### config.mk
export PLATFORM = sky130hd
export DESIGN_NAME = tri_level_wavegen
export DESIGN_NICKNAME = d
export VERILOG_FILES = /design/src/rtl/qsg_pkg.sv /design/src/rtl/qsg_segment_decode.sv /design/src/rtl/qsg_level_stage.sv /design/src/rtl/qsg_leg_delay.sv /design/src/rtl/tri_level_wavegen.sv
export SDC_FILE = /design/constraint.sdc
export NUM_CORES = 1
export LEC_CHECK = 0
export BUFFER_PORTS_ARGS = -buffer_cell sky130_fd_sc_hd__clkbuf_2
export CAP_MARGIN = 20
export CORE_MARGIN = 4
export CORE_UTILIZATION = 53
export CTS_BUF_LIST = sky130_fd_sc_hd__clkbuf_16
export DETAILED_ROUTE_END_ITERATION = 8
export GPL_TIMING_DRIVEN = 0
export PLACE_DENSITY = 0.76
export SYNTH_ARGS = -nofsm -noshare
export SYNTH_HDL_FRONTEND = slang
export SYNTH_SLANG_ARGS = --single-unit
### constraint.sdc
create_clock -name clk -period 2.15 [get_ports clk]
set_input_delay 0.215 -clock clk [delete_from_list [all_inputs] [get_ports clk]]
set_output_delay 0.215 -clock clk [all_outputs]
set_load 0.05 [all_outputs]
### src/rtl/qsg_pkg.sv
package qsg_pkg;

    typedef enum logic [1:0] {
        LVL_ZERO = 2'b00,
        LVL_POS  = 2'b01,
        LVL_NEG  = 2'b11
    } level_e;

    typedef enum logic [1:0] {
        SEG_POS   = 2'd0,
        SEG_GAP_A = 2'd1,
        SEG_NEG   = 2'd2,
        SEG_GAP_B = 2'd3
    } seg_e;

    typedef struct packed {
        logic hi_req;
        logic lo_req;
    } leg_req_t;

    // num/6 of a full scale of 2^w, rounded down
    function automatic logic [63:0] sixths_of_scale(input int unsigned num,
                                                     input int unsigned w);
        return (64'(num) << w) / 64'd6;
    endfunction

    function automatic level_e seg_to_level(input seg_e s);
        case (s)
            SEG_POS: return LVL_POS;
            SEG_NEG: return LVL_NEG;
            default: return LVL_ZERO;
        endcase
    endfunction

endpackage

### src/rtl/qsg_segment_decode.sv
module qsg_segment_decode
    import qsg_pkg::*;
#(
    parameter int PHASE_W = 16
) (
    input  logic [PHASE_W-1:0] phase,
    output seg_e               seg
);
    localparam int CMP_W = PHASE_W + 1;
    localparam logic [CMP_W-1:0] EDGE_POS_END = CMP_W'(sixths_of_scale(2, PHASE_W));
    localparam logic [CMP_W-1:0] EDGE_NEG_BEG = CMP_W'(sixths_of_scale(3, PHASE_W));
    localparam logic [CMP_W-1:0] EDGE_NEG_END = CMP_W'(sixths_of_scale(5, PHASE_W));

    logic [CMP_W-1:0] ph_ext;
    assign ph_ext = {1'b0, phase};

    always_comb begin
        if (ph_ext < EDGE_POS_END)
            seg = SEG_POS;
        else if (ph_ext < EDGE_NEG_BEG)
            seg = SEG_GAP_A;
        else if (ph_ext < EDGE_NEG_END)
            seg = SEG_NEG;
        else
            seg = SEG_GAP_B;
    end
endmodule

### src/rtl/qsg_level_stage.sv
module qsg_level_stage
    import qsg_pkg::*;
(
    input  logic     clk,
    input  logic     rst,
    input  logic     run,
    input  seg_e     seg,
    output level_e   level_q,
    output leg_req_t req_nxt
);
    level_e level_nxt;

    always_comb begin
        level_nxt      = run ? seg_to_level(seg) : LVL_ZERO;
        req_nxt.hi_req = (level_nxt == LVL_POS);
        req_nxt.lo_req = (level_nxt == LVL_NEG);
    end

    always_ff @(posedge clk) begin
        if (rst)
            level_q <= LVL_ZERO;
        else
            level_q <= level_nxt;
    end

    // only the three legal codes leave this stage
    p_legal_code_r10: assert property (@(posedge clk) disable iff (rst)
        level_q != 2'b10);

    // a low run seen at an edge yields zero after it
    p_idle_zero_r6: assert property (@(posedge clk) disable iff (rst)
        !$past(run) |-> level_q == LVL_ZERO);
endmodule

### src/rtl/qsg_leg_delay.sv
module qsg_leg_delay #(
    parameter int DT_W = 8
) (
    input  logic            clk,
    input  logic            rst,
    input  logic            req,
    input  logic [DT_W-1:0] dead_time,
    output logic            en
);
    localparam logic [DT_W-1:0] HOLD_MAX = {DT_W{1'b1}};

    logic [DT_W-1:0] held;

    always_ff @(posedge clk) begin
        if (rst) begin
            held <= '0;
            en   <= 1'b0;
        end else if (req) begin
            if (held != HOLD_MAX)
                held <= held + 1'b1;
            en <= (held >= dead_time);
        end else begin
            held <= '0;
            en   <= 1'b0;
        end
    end

    // with a nonzero dead time the request was present for at least two edges
    p_rise_waits_r8: assert property (@(posedge clk) disable iff (rst)
        ($rose(en) && ($past(dead_time) != '0)) |-> $past(req, 2));

    // the enable never outlives its request
    p_drop_with_req_r9: assert property (@(posedge clk) disable iff (rst)
        !$past(req) |-> !en);
endmodule

### src/rtl/tri_level_wavegen.sv
module tri_level_wavegen
    import qsg_pkg::*;
#(
    parameter int PHASE_W = 16,
    parameter int DT_W    = 8
) (
    input  logic               clk,
    input  logic               rst,
    input  logic               run,
    input  logic [PHASE_W-1:0] phase_in,
    input  logic [DT_W-1:0]    dead_cycles,
    output logic [1:0]         level_out,
    output logic               drive_hi,
    output logic               drive_lo
);
    localparam int N_LEGS = 2;

    seg_e          seg;
    level_e        level_q;
    leg_req_t      req_nxt;
    logic [N_LEGS-1:0] leg_req;
    logic [N_LEGS-1:0] leg_en;

    qsg_segment_decode #(.PHASE_W(PHASE_W)) decode_i (
        .phase (phase_in),
        .seg   (seg)
    );

    qsg_level_stage level_i (
        .clk     (clk),
        .rst     (rst),
        .run     (run),
        .seg     (seg),
        .level_q (level_q),
        .req_nxt (req_nxt)
    );

    assign leg_req = {req_nxt.lo_req, req_nxt.hi_req};

    for (genvar g = 0; g < N_LEGS; g++) begin : g_leg
        qsg_leg_delay #(.DT_W(DT_W)) leg_i (
            .clk       (clk),
            .rst       (rst),
            .req       (leg_req[g]),
            .dead_time (dead_cycles),
            .en        (leg_en[g])
        );
    end

    assign level_out = level_q;
    assign drive_hi  = leg_en[0];
    assign drive_lo  = leg_en[1];

    // both switches are never enabled together
    p_no_overlap_r7: assert property (@(posedge clk) disable iff (rst)
        !(drive_hi && drive_lo));

    // each enable agrees with the level it drives
    p_hi_on_pos_r7: assert property (@(posedge clk) disable iff (rst)
        drive_hi |-> level_q == LVL_POS);

    p_lo_on_neg_r7: assert property (@(posedge clk) disable iff (rst)
        drive_lo |-> level_q == LVL_NEG);

    // idle forces both enables low
    p_idle_off_r6: assert property (@(posedge clk) disable iff (rst)
        !$past(run) |-> (!drive_hi && !drive_lo));
endmodule

* Yosys cells after proc, flatten, opt, wreduce, memory -nomap -nowiden
Cells that the tools add are included.
Storage, ports and cells: bits in registers 20, bits of input ports 27, output and inout port bits 4, word-level logic and storage cells 27
Operators by class: add/subtract/negate cells 2, order comparisons 5, eq/ne operators 5, muxes and demuxes 5, bitwise gates (word level) 2, reductions and logical operators 3
Operators by type and width (count):
- 16-bit < comparator, second input constant | 2
- 8-bit by 1-bit adder with 8-bit output, second input constant | 2
- 8-bit greater-or-equal comparator | 2
- 16-bit by 15-bit < comparator with 1-bit output, second input constant | 1
- 8-bit != test, second input constant | 2
- 2-bit 2-to-1 mux | 3
- 2-bit == test, second input constant | 2
- 2-bit one-hot mux with 2 select lines | 1
- 2-bit OR reduction | 2
- 2-bit by 1-bit == test with 1-bit output, second input constant | 1
- 2-bit zero test | 1
- 1-bit inverter | 2
- 1-bit 2-to-1 mux | 1

* Depth between registers and ports, before layout
Gate-level depths: netlist of run 1.
depth after elaboration 10, gate-level depth with buffers 6, mapped depth without buffers 6

* Modules after synthesis
From an unflattened synthesis of run 1, not the netlist that was laid out.
Unflattened totals: cell total of the unflattened synthesis 158, area total of the unflattened synthesis 1370.1 sq um
Modules (own cells, without submodules):
- qsg_leg_delay | times used 2, cells each 70, area an instance 591.8 sq um, seq. area each 180.2 sq um
- qsg_segment_decode | times used 1, cells each 11, area an instance 101.3 sq um, seq. area each 0.0 sq um
- qsg_level_stage | times used 1, cells each 7, area an instance 85.1 sq um, seq. area each 40.0 sq um

* Worst setup path before layout of run 1
Ideal clock, no wire load.
path type reg2reg, from register g_leg[1].leg_i.held[4], to register g_leg[1].leg_i.en, arrival time 1409 ps, data required time 2009 ps, setup slack 600 ps, stages on the path, launching flop included 6, path buffers 0, period minus slack after synthesis 1550 ps, cell sequence dfxtp_1 ha_1 a21oi_1 nor2b_1 a2111oi_0 a221oi_2
On the way: cells in the longest elaborated chain, start to end 1
RTL lines:
- start, declared | RTL line qsg_leg_delay.sv:12 | logic [DT_W-1:0] held;
- start signal, assigned | RTL line qsg_leg_delay.sv:20 | held <= held + 1'b1;
- 8-bit greater-or-equal comparator | RTL line qsg_leg_delay.sv:21 | en <= (held >= dead_time);
- end signal, assigned | RTL line qsg_leg_delay.sv:21
- end, declared | RTL line qsg_leg_delay.sv:8 | output logic en
No other way between the ends. A chain may end at the register's enable or synchronous reset.

* Worst setup path in the final report of run 1
from register g_leg[0].leg_i.held[4], to register g_leg[0].leg_i.en
On the way: cells in the longest elaborated chain, start to end 1
RTL lines (RTL line):
- start, declared | qsg_leg_delay.sv:12
- start signal, assigned | qsg_leg_delay.sv:20
- 8-bit greater-or-equal comparator | qsg_leg_delay.sv:21
- end signal, assigned | qsg_leg_delay.sv:21
- end, declared | qsg_leg_delay.sv:8
No other way between the ends.

==> results list, run 1 <==
- Core outline area: 2297 um^2
- Maximum root-to-sink buffer count: 2
- Headroom to the max-slew limit: 60.32%
* Reg-to-reg startpoint: g_leg[0].leg_i.held[4]$_SDFFE_PP0P_
* Top cells by area in the synthesized netlist: dfxtp_1, ha_1, nor2_1
- After global routing the overflow that remains totals 0.
* Sequential cell fraction of total power: 45.5%
- Final hold vios: 0
- Setup Viol. Count Final: 0
- Kind of critical path: register to register
* Predominant post-synthesis flop cell: dfxtp_1
* Final Slew Violations: 0
- Count of unique library cells instantiated by Yosys: 32
- The tool flagged a number of max-cap violations equal to 0.
- Once the clock tree was built, the setup fixing pass inserted 0 buffers.
- In this run the vertical extent of the chip is 57.96 um.
* Post-synthesis instance area: 1323 um^2
* Final WS setup: 409.5 ps
- The layout has 198 filler cells.
- For this block, the initial DRC count from the detailed router was 32.
- The clock network is responsible for 44.0% of the overall power.
- Post-route ant nets: 0
* Required time at the worst-slack endpoint: 2260 ps
- In the final layout, the share of cells above drive strength 1 is 22.10%.
* CTS HTree Levels: 1
* TritonCTS clock tree: done
- Cell with the most instances after synthesis: nor2_1
- Of the available clock period, the critical path in the final layout requires 80.95%.
- I/O pins: 31
* Buffers on Ports: 30
* Routed WL per cell: 12.89 um
- Setup repair after global routing left no endpoint under its margin.
- Final period demand of the worst path: 1740 ps
* Post-Place Worst Slack: 445.9 ps
- At the pin with the least slew margin, the transition time is 580.2 ps.
- For this design the ratio of total power to cell area is 522.3 nW/um^2.
- Avg Cell Area, Syn: 8.936 um^2
- Clock latency on the worst-skew pair, taken at its later pin, is 250 ps.
- Detailed placer's ending HPWL: 2.185 mm
* Total global routing track utilization: 18.22%
- TritonCTS created 3 clock buffers.
- Data arrives at the worst endpoint at 1850 ps.
- Sorting the synthesized cells by how often they occur yields nor2_1, dfxtp_1, ha_1.
* Gp weighted congestion: 0.7549
* Internal reg-to-reg setup slack: 410 ps
- FMAX: 574.6 MHz
- The first global-routing pass estimated 4.795 mm of wire.
* Setup TNS after final layout: 0 ps
- Routed via count: 1,189
- Worst Setup Start Kind: register
- Internal Pwr Total: 657.9 uW
- Remaining routing DRC violations: 0
- Along the worst path, the maximum fanout reaches 7.
- Number of search-and-repair iterations in the first detailed-routing pass: 4
* Number of flops mapped to enable cells by yosys: 0
- The path class of the tightest hold or removal check is input pin to register.
* Result of the run: finished clean
- Capturing point of the worst reg2reg path: g_leg[0].leg_i.en$_SDFF_PP0_
* DR vias/cell: 5.689
- CTS saw 20 sinks.
* Count of antenna diodes in the layout: 0
- Once the floorplan was initialized, standard cells occupied 57.57% of the core.
* Area of the die: 3359 um^2
- Net count after synthesis: 193
- Cells resized by post-CTS repair: 0
* Switching power: 168.7 uW
- Counting flops with an async set or reset pin after synthesis yields a share of 0%.
- Synthesized instance count: 148
- The initial antenna violation count was 0.
* Clock slew at reported path FFs: 50 ps
- In this run, synthesis produced a sequential element count of 20.
- Summed over all instances, the cell type with the most area after synthesis is dfxtp_1.
* Largest net degree at the start of global routing: 11
* Worst Hold Endpoint: level_i.level_q[0]$_SDFF_PP0_
* Hold wc startpoint: rst
- The final layout contains 228 nets.
- Die X: 57.96 um
- The area growth from synthesis to layout is 19.68%.
- Leak Pwr: 0.0006793 uW
* Hold path depth: 2
* Sequential fraction of the synthesis area: 30.27%
- Worst R2R Path Depth: 5
- The clock arrives with 0.9413 ps of skew.
* Power share of the combinational group: 10.4%
- IR analysis of the VDD net gives a maximum drop of 376.7 uV.
* Number of buffers inserted by hold repair at cts: 0
- The via count of the first global-routing pass came to 1,172.
* Site Rows: 17
- Count of synthesis-stage warnings from yosys: 0
- The tree is rooted in a clkbuf_16.
- Net switching is 20.40% of the power.
- Final hold analysis gives a worst-case slack of 170.3 ps.
- For this block, the routed nets add up to 2.694 mm of wire.
* Worst setup EP type: register
* Top cell type's share of synthesized area: 30.27%
## worst max-delay path by stage
stage | from | to | slack [ps] | cells after the start
2_1_floorplan | g_leg[1].leg_i.held[4]$_SDFFE_PP0P_ | g_leg[1].leg_i.en$_SDFF_PP0_ | 600 | 5
3_3_place_gp | g_leg[1].leg_i.held[4]$_SDFFE_PP0P_ | g_leg[1].leg_i.en$_SDFF_PP0_ | 500 | 5
3_5_place_dp | g_leg[0].leg_i.held[4]$_SDFFE_PP0P_ | g_leg[0].leg_i.en$_SDFF_PP0_ | 450 | 5
4_1_cts | g_leg[0].leg_i.held[4]$_SDFFE_PP0P_ | g_leg[0].leg_i.en$_SDFF_PP0_ | 410 | 5
5_1_grt | g_leg[0].leg_i.held[4]$_SDFFE_PP0P_ | g_leg[0].leg_i.en$_SDFF_PP0_ | 260 | 5
6_report | g_leg[0].leg_i.held[4]$_SDFFE_PP0P_ | g_leg[0].leg_i.en$_SDFF_PP0_ | 410 | 5
## worst max-delay path, cell delays in order, from the launching register on
cell	delay, ps
dfxtp_1	440
ha_1	290
a21oi_1	150
nor2b_1	50
a2111oi_0	530
a221oi_2	140
## power groups by stage
stage	combinational, uW	clock [uW]	sequential (uW)
2_1_floorplan	41.7	0	390
3_3_place_gp	81.7	0	384
3_5_place_dp	86.4	0	384
4_1_cts	87.8	373	376
5_1_grt	97.4	389	376
6_report	86.2	364	376
## flip-flops by register name (all words and copies together), names as in the netlist
signal / cells
level_i.level_q: 2
g_leg.leg_i.en: 2
g_leg.leg_i.held: 16
## placed cells by master (no fill, tap or decap), drive strengths merged
cell type / netlist / final
o21ai: 10 / 10
a21oi: 5 / 5
nand4: 4 / 4
a21o: 2 / 2
nand2: 8 / 8
nor3b: 1 / 1
nor2: 23 / 23
nor2b: 2 / 2
nand3: 2 / 2
clkbuf: 0 / 33
xor2: 4 / 4
nor3: 2 / 2
a31oi: 2 / 2
and4: 2 / 2
mux2i: 3 / 3
dfxtp: 20 / 20
xnor2: 2 / 2
o211ai: 6 / 6
inv: 14 / 14
o2111ai: 4 / 4
and3: 1 / 1
nand2b: 1 / 1
and2b: 1 / 1
and4bb: 1 / 1
a2bb2oi: 1 / 1
ha: 18 / 18
a2111oi: 2 / 2
a221oi: 2 / 2
o21a: 1 / 1
a211oi: 3 / 3
nor4bb: 1 / 1
## through the flow
step	utilization [%]	area (um^2)	instances	power, uW
after global placement	65.63	1508	206	465.6
after floorplan	-	1323	148	431.5
after CTS	68.90	1583	209	837.1
after global routing	68.90	1583	209	863.0
final	68.90	1583	209	826.6
after detailed placement	65.63	1508	206	470.5
## layer usage
layer  global-route usage, %  vias up  wire length (um)
met5                       0        -                 0
met2                   31.13       44              1228
met4                   7.947        0                51
li1                        -      614                 -
met3                   4.900        5               210
met1                   21.22      526              1204
## kinds of logic after synthesis
group                      share of synthesized area (%)
AOI/OAI and AO/OA                                  24.22
xor gates and xnor gates                           3.973
adders and majority gates                          17.03
buffers and inverters                              3.973
DFF                                                30.27
muxes                                              2.271
and+or+nand+nor                                    18.26
## final cells by class
type	instances	area, um^2	area share (%)
Clock buffer	3	75.07	4.743
Inverter	14	52.55	3.320
Multi-Input combinational cell	114	869.6	54.94
Sequential cell	20	400.4	25.30
Tap cell	28	35.03	2.213
Timing Repair Buffer	30	150.1	9.486
(Power assumes the default switching activity.)
==> run 2: changes to the inputs <==
--- a/config.mk
+++ b/config.mk
@@ -8,11 +8,11 @@
 export BUFFER_PORTS_ARGS = -buffer_cell sky130_fd_sc_hd__clkbuf_2
 export CAP_MARGIN = 20
 export CORE_MARGIN = 4
-export CORE_UTILIZATION = 53
+export CORE_UTILIZATION = 48
 export CTS_BUF_LIST = sky130_fd_sc_hd__clkbuf_16
 export DETAILED_ROUTE_END_ITERATION = 8
 export GPL_TIMING_DRIVEN = 0
-export PLACE_DENSITY = 0.76
+export PLACE_DENSITY = 0.72
 export SYNTH_ARGS = -nofsm -noshare
 export SYNTH_HDL_FRONTEND = slang
 export SYNTH_SLANG_ARGS = --single-unit
==> constraint.sdc (replaced) <==
create_clock -name clk -period 1.4 [get_ports clk]
set_input_delay 0.14 -clock clk [delete_from_list [all_inputs] [get_ports clk]]
set_output_delay 0.14 -clock clk [all_outputs]
set_load 0.05 [all_outputs]
==> results list, run 2 (synthesis results as in run 1) <==
* Leak Pwr: 0.0006971 uW (+2.6%)
- Largest stage delay, worst path: 380 ps (-150 ps)
- More flip-flops sit in one register than any other, and that register is g_leg.leg_i.held.
* TritonCTS clock tree: done
- Hold wc startpoint: rst
- The number of iterations in the first detailed-routing pass was 4 (unchanged).
* Routed via count: 1,213 (+2.0%)
- Initial antenna violation count: 0 (unchanged)
* Internal reg-to-reg setup slack: -20 ps (-430 ps)
- Final Slew Violations: 0 (unchanged)
- The placeable core area is 2545 um^2 (+11%).
- The final routed DRC violation total came to 0 (unchanged).
- Clock slew at reported path FFs: 60 ps (about the same)
- Worst-path cell with the longest stage delay: dfxtp_4
- The H-tree level count is 1 (unchanged).
* First-pass GRT wire length: 5.078 mm (+5.9%)
* Count of antenna diodes in the layout: 0 (unchanged)
- Gp weighted congestion: 0.7119 (-5.7%)
- The remaining antenna violation count is 0 (unchanged).
- The highest net fanout along the worst path is 5 (-2).
* Headroom to the max-slew limit: 74.73% (+14 points)
- Power per cell area: 735.3 nW/um^2 (+41%)
- The top-level I/O count is 31 (unchanged).
* Result of the run: finished with violations
- Walking the worst path, the cells encountered are ha_4, a21oi_2, nor2b_1, a2111oi_2, a221oi_2.
* DR vias/cell: 5.695 (+0.10%)
- Leaving out fill and tap cells, the most frequent cell in the layout is clkbuf_2.
- The cell sitting at the root of the clock tree is a clkbuf_16.
* Maximum root-to-sink buffer count: 2 (unchanged)
* Signed area change from the synthesized netlist to the final layout: 33.21%
- The hold-fix buffer count after cts was 0 (unchanged).
- Cts bufs inserted: 3 (unchanged)
* FMAX: 706.0 MHz (+23%)
- The number of flip-flops in the largest register is 16 (unchanged).
* Detailed placer's ending HPWL: 2.193 mm (+0.38%)
- The number of hold violations in the final report came to 0 (unchanged).
- Area of the die: 3659 um^2 (+8.9%)
* Final Cycle Share: 101.2% (+20 points)
- WP data arrival: 1540 ps (-310 ps)
* Worst Setup Start Kind: register
* Hold path depth: 2 (unchanged)
- Power, Total: 1295 uW (+57%)
- The initial standard-cell utilization of the core is 51.97% (-5.6 points).
- Setup repair after global routing could not meet its margin everywhere.
- Worst Hold Endpoint: level_i.level_q[0]$_SDFF_PP0_
* Net count, final: 230 (+0.88%)
- Worst setup EP type: register
- Final WS setup: -16.43 ps (-426.0 ps)
* Final period demand of the worst path: 1416 ps (-324.0 ps)
- The count of cells along the worst register-to-register path came to 5 (unchanged).
* Reg-to-reg startpoint: g_leg[1].leg_i.held[4]$_SDFFE_PP0P_
* Peak VDD IR: 541.9 uV (+44%)
- CTS sink count: 20 (unchanged)
- Violations in the final reports: setup timing
- The average detailed-routed wire length per instance came to 14.19 um (+10%).
- The total buffers and inverters traversed by the critical path came to 0 (unchanged).
- Site Rows: 18 (+1)
* Class of the worst hold path: input pin to register
* Setup Viol. Count Final: 1 (+1)
* Total global routing track utilization: 17.91% (-0.30 points)
- Cell class contributing the biggest share of worst-path delay: compound AO/OA/AOI/OAI gates
* Fraction of final layout cells with drive strength greater than 1: 37.16% (+15 points)
- Setup TNS after final layout: -16.43 ps (-16.43 ps)
- The clock insertion delay at the later pin of the skew report is 250 ps (about the same).
* Kind of critical path: register to register
- The endpoint identified for the worst register-to-register timing path is g_leg[1].leg_i.en$_SDFF_PP0_.
- The final worst clock skew was 1.075 ps (+0.1341 ps).
- The largest net degree at the start of global routing is 11 (unchanged).
* Buffers on Ports: 30 (unchanged)
- Max-capacitance violation count: 0 (unchanged)
* Logic depth of the worst setup path including buffers: 5 (unchanged)
* Overall die height: 60.49 um (+4.4%)
* Count of routing violations after the opening detailed-route iteration: 50 (+56%)
- In the layout the commonest cells are clkbuf_2, nor2_1, inv_1.
* Leftover overflow at the end of global routing: 0 (unchanged)
- Biggest regs: g_leg.leg_i.held: 16 flops, g_leg.leg_i.en: 2 flops, level_i.level_q: 2 flops
- Worst slew pin tran: 377.2 ps (-203.0 ps)
- Number of global-route vias before repair: 1,219 (+4.0%)
* Filler cell count: 192 (-3.0%)
- The sum of routed wire length over all layers was 3.023 mm (+12%).
- Required time at the worst-slack endpoint: 1520 ps (-740 ps)
- Die X: 60.49 um (+4.4%)
[run 2: worst max-delay path by stage]
stage | endpoint | start | slack (ps)
after CTS | g_leg[0].leg_i.held[4]$_SDFFE_PP0P_ | g_leg[0].leg_i.held[0]$_SDFFE_PP0P_ | -30
after global routing | g_leg[1].leg_i.en$_SDFF_PP0_ | g_leg[1].leg_i.held[4]$_SDFFE_PP0P_ | -110
after global placement | g_leg[1].leg_i.en$_SDFF_PP0_ | g_leg[1].leg_i.held[4]$_SDFFE_PP0P_ | -120
after detailed placement | g_leg[1].leg_i.en$_SDFF_PP0_ | g_leg[1].leg_i.held[4]$_SDFFE_PP0P_ | -160
final | g_leg[1].leg_i.en$_SDFF_PP0_ | g_leg[1].leg_i.held[4]$_SDFFE_PP0P_ | -20
after floorplan | g_leg[1].leg_i.en$_SDFF_PP0_ | g_leg[1].leg_i.held[4]$_SDFFE_PP0P_ | -40
[run 2: per-stage QoR]
stage               worst slack [ps]  hold slack [ps]  area (um^2)  std cells  utilization, %
floorplan                     -35.46            215.7         1335        148               -
global route                  -112.3            85.60         1762        213           69.22
detailed placement            -165.0            346.4         1523        208           59.83
finish                        -16.43            82.49         1762        213           69.22
CTS                           -34.00            79.80         1629        211           64.01
global placement              -117.8            343.0         1523        208           59.83
[run 2: power breakdown]
part	leakage, uW	total, uW	switching [uW]	internal, uW
sequential	0.000170	571	4.77	566
clock	0.0000370	585	208	377
combinational	0.000491	139	76.3	63.0
[run 2: final cells by class]
class | count | area, um^2 | share of cell area (%)
flip-flops and latches | 20 | 429.2 | 24.36
well taps | 30 | 37.54 | 2.131
inverters | 14 | 52.55 | 2.983
repair buffers | 32 | 165.2 | 9.375
multi-input cells | 114 | 1002 | 56.89
clock buffers | 3 | 75.07 | 4.261
[run 2: repair_timing]
action                                  4_1_cts  5_1_grt
resized for setup                            12       24
cloned                                        0        0
endpoints found under the setup margin       13       13
buffers inserted                              0        2
pin swaps                                     3        8
[run 2: per-layer routing]
| metal | vias to the layer above | global-route usage, % | routed length (um) | share of wire, % |
|---|---|---|---|---|
| li1 | 619 | - | - | - |
| met1 | 543 | 21.85 | 1341 | 44 |
| met2 | 43 | 31.17 | 1405 | 46 |
| met3 | 8 | 3.404 | 215 | 7.1 |
| met4 | 0 | 6.811 | 61 | 2.0 |
| met5 | - | 0 | 0 | 0 |
==> run 3: changes to the inputs <==
--- a/config.mk
+++ b/config.mk
@@ -8,11 +8,11 @@
 export BUFFER_PORTS_ARGS = -buffer_cell sky130_fd_sc_hd__clkbuf_2
 export CAP_MARGIN = 20
 export CORE_MARGIN = 4
-export CORE_UTILIZATION = 48
-export CTS_BUF_LIST = sky130_fd_sc_hd__clkbuf_16
+export CORE_UTILIZATION = 50
+export CTS_BUF_LIST = sky130_fd_sc_hd__clkbuf_2 sky130_fd_sc_hd__clkbuf_4 sky130_fd_sc_hd__clkbuf_8
 export DETAILED_ROUTE_END_ITERATION = 8
 export GPL_TIMING_DRIVEN = 0
-export PLACE_DENSITY = 0.72
+export PLACE_DENSITY = 0.75
 export SYNTH_ARGS = -nofsm -noshare
 export SYNTH_HDL_FRONTEND = slang
 export SYNTH_SLANG_ARGS = --single-unit
==> results list, run 3 (synthesis results as in run 1) <==
- The count of max-cap constraint violations is 0 (unchanged).
- Cts bufs inserted: 3 (unchanged)
- Count of antenna diodes in the layout: 0 (unchanged)
- The share of layout cells above drive strength 1 was 40.96% (+3.8 points).
- The die width came to 59.43 um (-1.8%).
* Site Rows: 18 (unchanged)
- The run finished with clean final reports.
- Final period demand of the worst path: 1381 ps (-35.06 ps)
* Power per cell area: 555.3 nW/um^2 (-24%)
- Overall die height: 59.43 um (-1.8%)
* Detailed placer's ending HPWL: 2.235 mm (+1.9%)
* Gp weighted congestion: 0.7315 (+2.8%)
- Smallest hold slack: 32.24 ps (-50.25 ps)
- Number of search-and-repair iterations in the first detailed-routing pass: 4 (unchanged)
* Clock slew at reported path FFs: 110 ps (+50 ps)
- The leakage power figure came to 0.0006964 uW (-0.11%).
- Setup TNS after final layout: 0 ps (+16.43 ps)
* DR vias/cell: 5.642 (-0.92%)
- The min-delay analysis places its worst path in the category input pin to register.
* FMAX: 723.9 MHz (+2.5%)
* Worst Setup Start Kind: register
- CTS HTree Levels: 1 (unchanged)
- The met2 routing resource usage after global routing came to 30.58% (-0.60 points).
* Required time at the worst-slack endpoint: 1580 ps (+60 ps)
- The worst hold path begins at rst.
- Count of routing violations after the opening detailed-route iteration: 37 (-26%)
- Largest net degree at the start of global routing: 11 (unchanged)
- Final Slew Violations: 0 (unchanged)
- Worst slew pin tran: 377.9 ps (+0.7094 ps)
- The clock insertion delay at the later pin of the skew report is 290 ps (+40 ps).
- Signed area change from the synthesized netlist to the final layout: 33.49%
* Reg-to-reg startpoint: g_leg[1].leg_i.held[4]$_SDFFE_PP0P_
- Leftover overflow at the end of global routing: 0 (unchanged)
- Buffers on Ports: 30 (unchanged)
- Cell at the root of the clock tree: clkbuf_4
- Critical path peak fanout: 4 (-1)
* Internal reg-to-reg setup slack: 20 ps (+40 ps)
- The number of flip-flops in the largest register came to 16 (unchanged).
* Net count, final: 235 (+2.2%)
- Headroom to the max-slew limit: 74.75% (about the same)
- Final Cycle Share: 98.67% (-2.5 points)
- The initial standard-cell utilization of the core is 52.90% (+0.94 points).
- The remaining antenna violation count was 0 (unchanged).
- TritonCTS clock tree: done
* Filler cell count: 174 (-9.4%)
* GR Util met1: 18.89% (-3.0 points)
- Maximum root-to-sink buffer count: 2 (unchanged)
- Peak VDD IR: 387.2 uV (-29%)
- The final worst clock skew came to 2.169 ps (+1.094 ps).
- The via count of the first global-routing pass is 1,192 (-2.2%).
* CTS sink count: 20 (unchanged)
* Most flop-heavy register: g_leg.leg_i.held
* Commonest cells after routing, fill and taps aside: clkbuf_2, nor2_1, inv_1
* Setup Viol. Count Final: 0 (-1)
* Total wirelength of the detailed-routed design: 2.900 mm (-4.1%)
- I/O pins: 31 (unchanged)
- Initial antenna violation count: 0 (unchanged)
- The total via count in the routed design is 1,230 (+1.4%).
- WP data arrival: 1560 ps (+20 ps)
- Worst setup EP type: register
- Remaining routing DRC violations: 0 (unchanged)
* Met3 global-route usage: 2.179% (-1.2 points)
- First-pass GRT wire length: 4.629 mm (-8.8%)
- CP Launch Point: g_leg[1].leg_i.held[4]$_SDFFE_PP0P_
* Total global routing track utilization: 16.91% (-1.0 points)
* Kind of critical path: register to register
- Core outline area: 2500 um^2 (-1.8%)
- Final hold vios: 0 (unchanged)
- Most common cell after layout, fill and taps aside: clkbuf_2
* Area of the die: 3532 um^2 (-3.5%)
* Biggest regs: g_leg.leg_i.held: 16 flops, g_leg.leg_i.en: 2 flops, level_i.level_q: 2 flops
* Routed WL per cell: 13.30 um (-6.3%)
* Unrepaired setup endpoints after global routing: true
* Most used routing layer: met2
run 3: final timing paths:
path                                                             to  cells after the start
worst min register to register  g_leg[1].leg_i.held[1]$_SDFFE_PP0P_                      2
worst max-delay path                   g_leg[1].leg_i.en$_SDFF_PP0_                      5
worst min-delay path                  level_i.level_q[0]$_SDFF_PP0_                      2
worst max register to register         g_leg[1].leg_i.en$_SDFF_PP0_                      5
run 3: final cells by class:
cell class / count / area [um^2] / share of cell area (%)
Clock buffer: 3 / 22.52 / 1.276
Inverter: 14 / 52.55 / 2.977
Multi-Input combinational cell: 114 / 1006 / 56.98
Sequential cell: 20 / 431.7 / 24.45
Tap cell: 30 / 37.54 / 2.126
Timing Repair Buffer: 37 / 215.2 / 12.19
run 3: per-stage QoR:
stage	total power, uW	area (um^2)	cells	setup WS, ps	util [%]
3_5_place_dp	723.6	1523	208	-202.4	60.91
2_1_floorplan	663.7	1335	148	-35.46	-
6_report	980.3	1765	218	18.62	70.62
3_3_place_gp	717.3	1523	208	-113.6	60.91
4_1_cts	995.2	1582	211	0.3850	63.26
5_1_grt	1026	1765	218	-21.33	70.62
run 3: power by group:
part	leakage (uW)	switching, uW	internal, uW
sequential	0.000170	3.79	563
combinational	0.000513	77.3	63.6
clock	0.0000138	173	100
total	0.000696	254	727
run 3: what timing repair did:
| item | 4_1_cts | 5_1_grt |
|---|---|---|
| pin swaps | 3 | 8 |
| setup endpoints to repair | 15 | 11 |
| cloned | 0 | 0 |
| gates resized for setup | 11 | 29 |
| hold buffers | 0 | 0 |
| setup buffers | 0 | 7 |
run 3: worst max-delay path, cell delays in order (launching register included):
cell       delay (ps)
dfxtp_4           380
ha_4              220
a21oi_2           110
nor2b_1            70
a2111oi_2         380
a221oi_2          120
run 3: routing by layer:
layer / wire length, um / vias up
li1: - / 628
met1: 1308 / 563
met2: 1381 / 37
met3: 179 / 2
met4: 31 / 0
met5: 0 / -
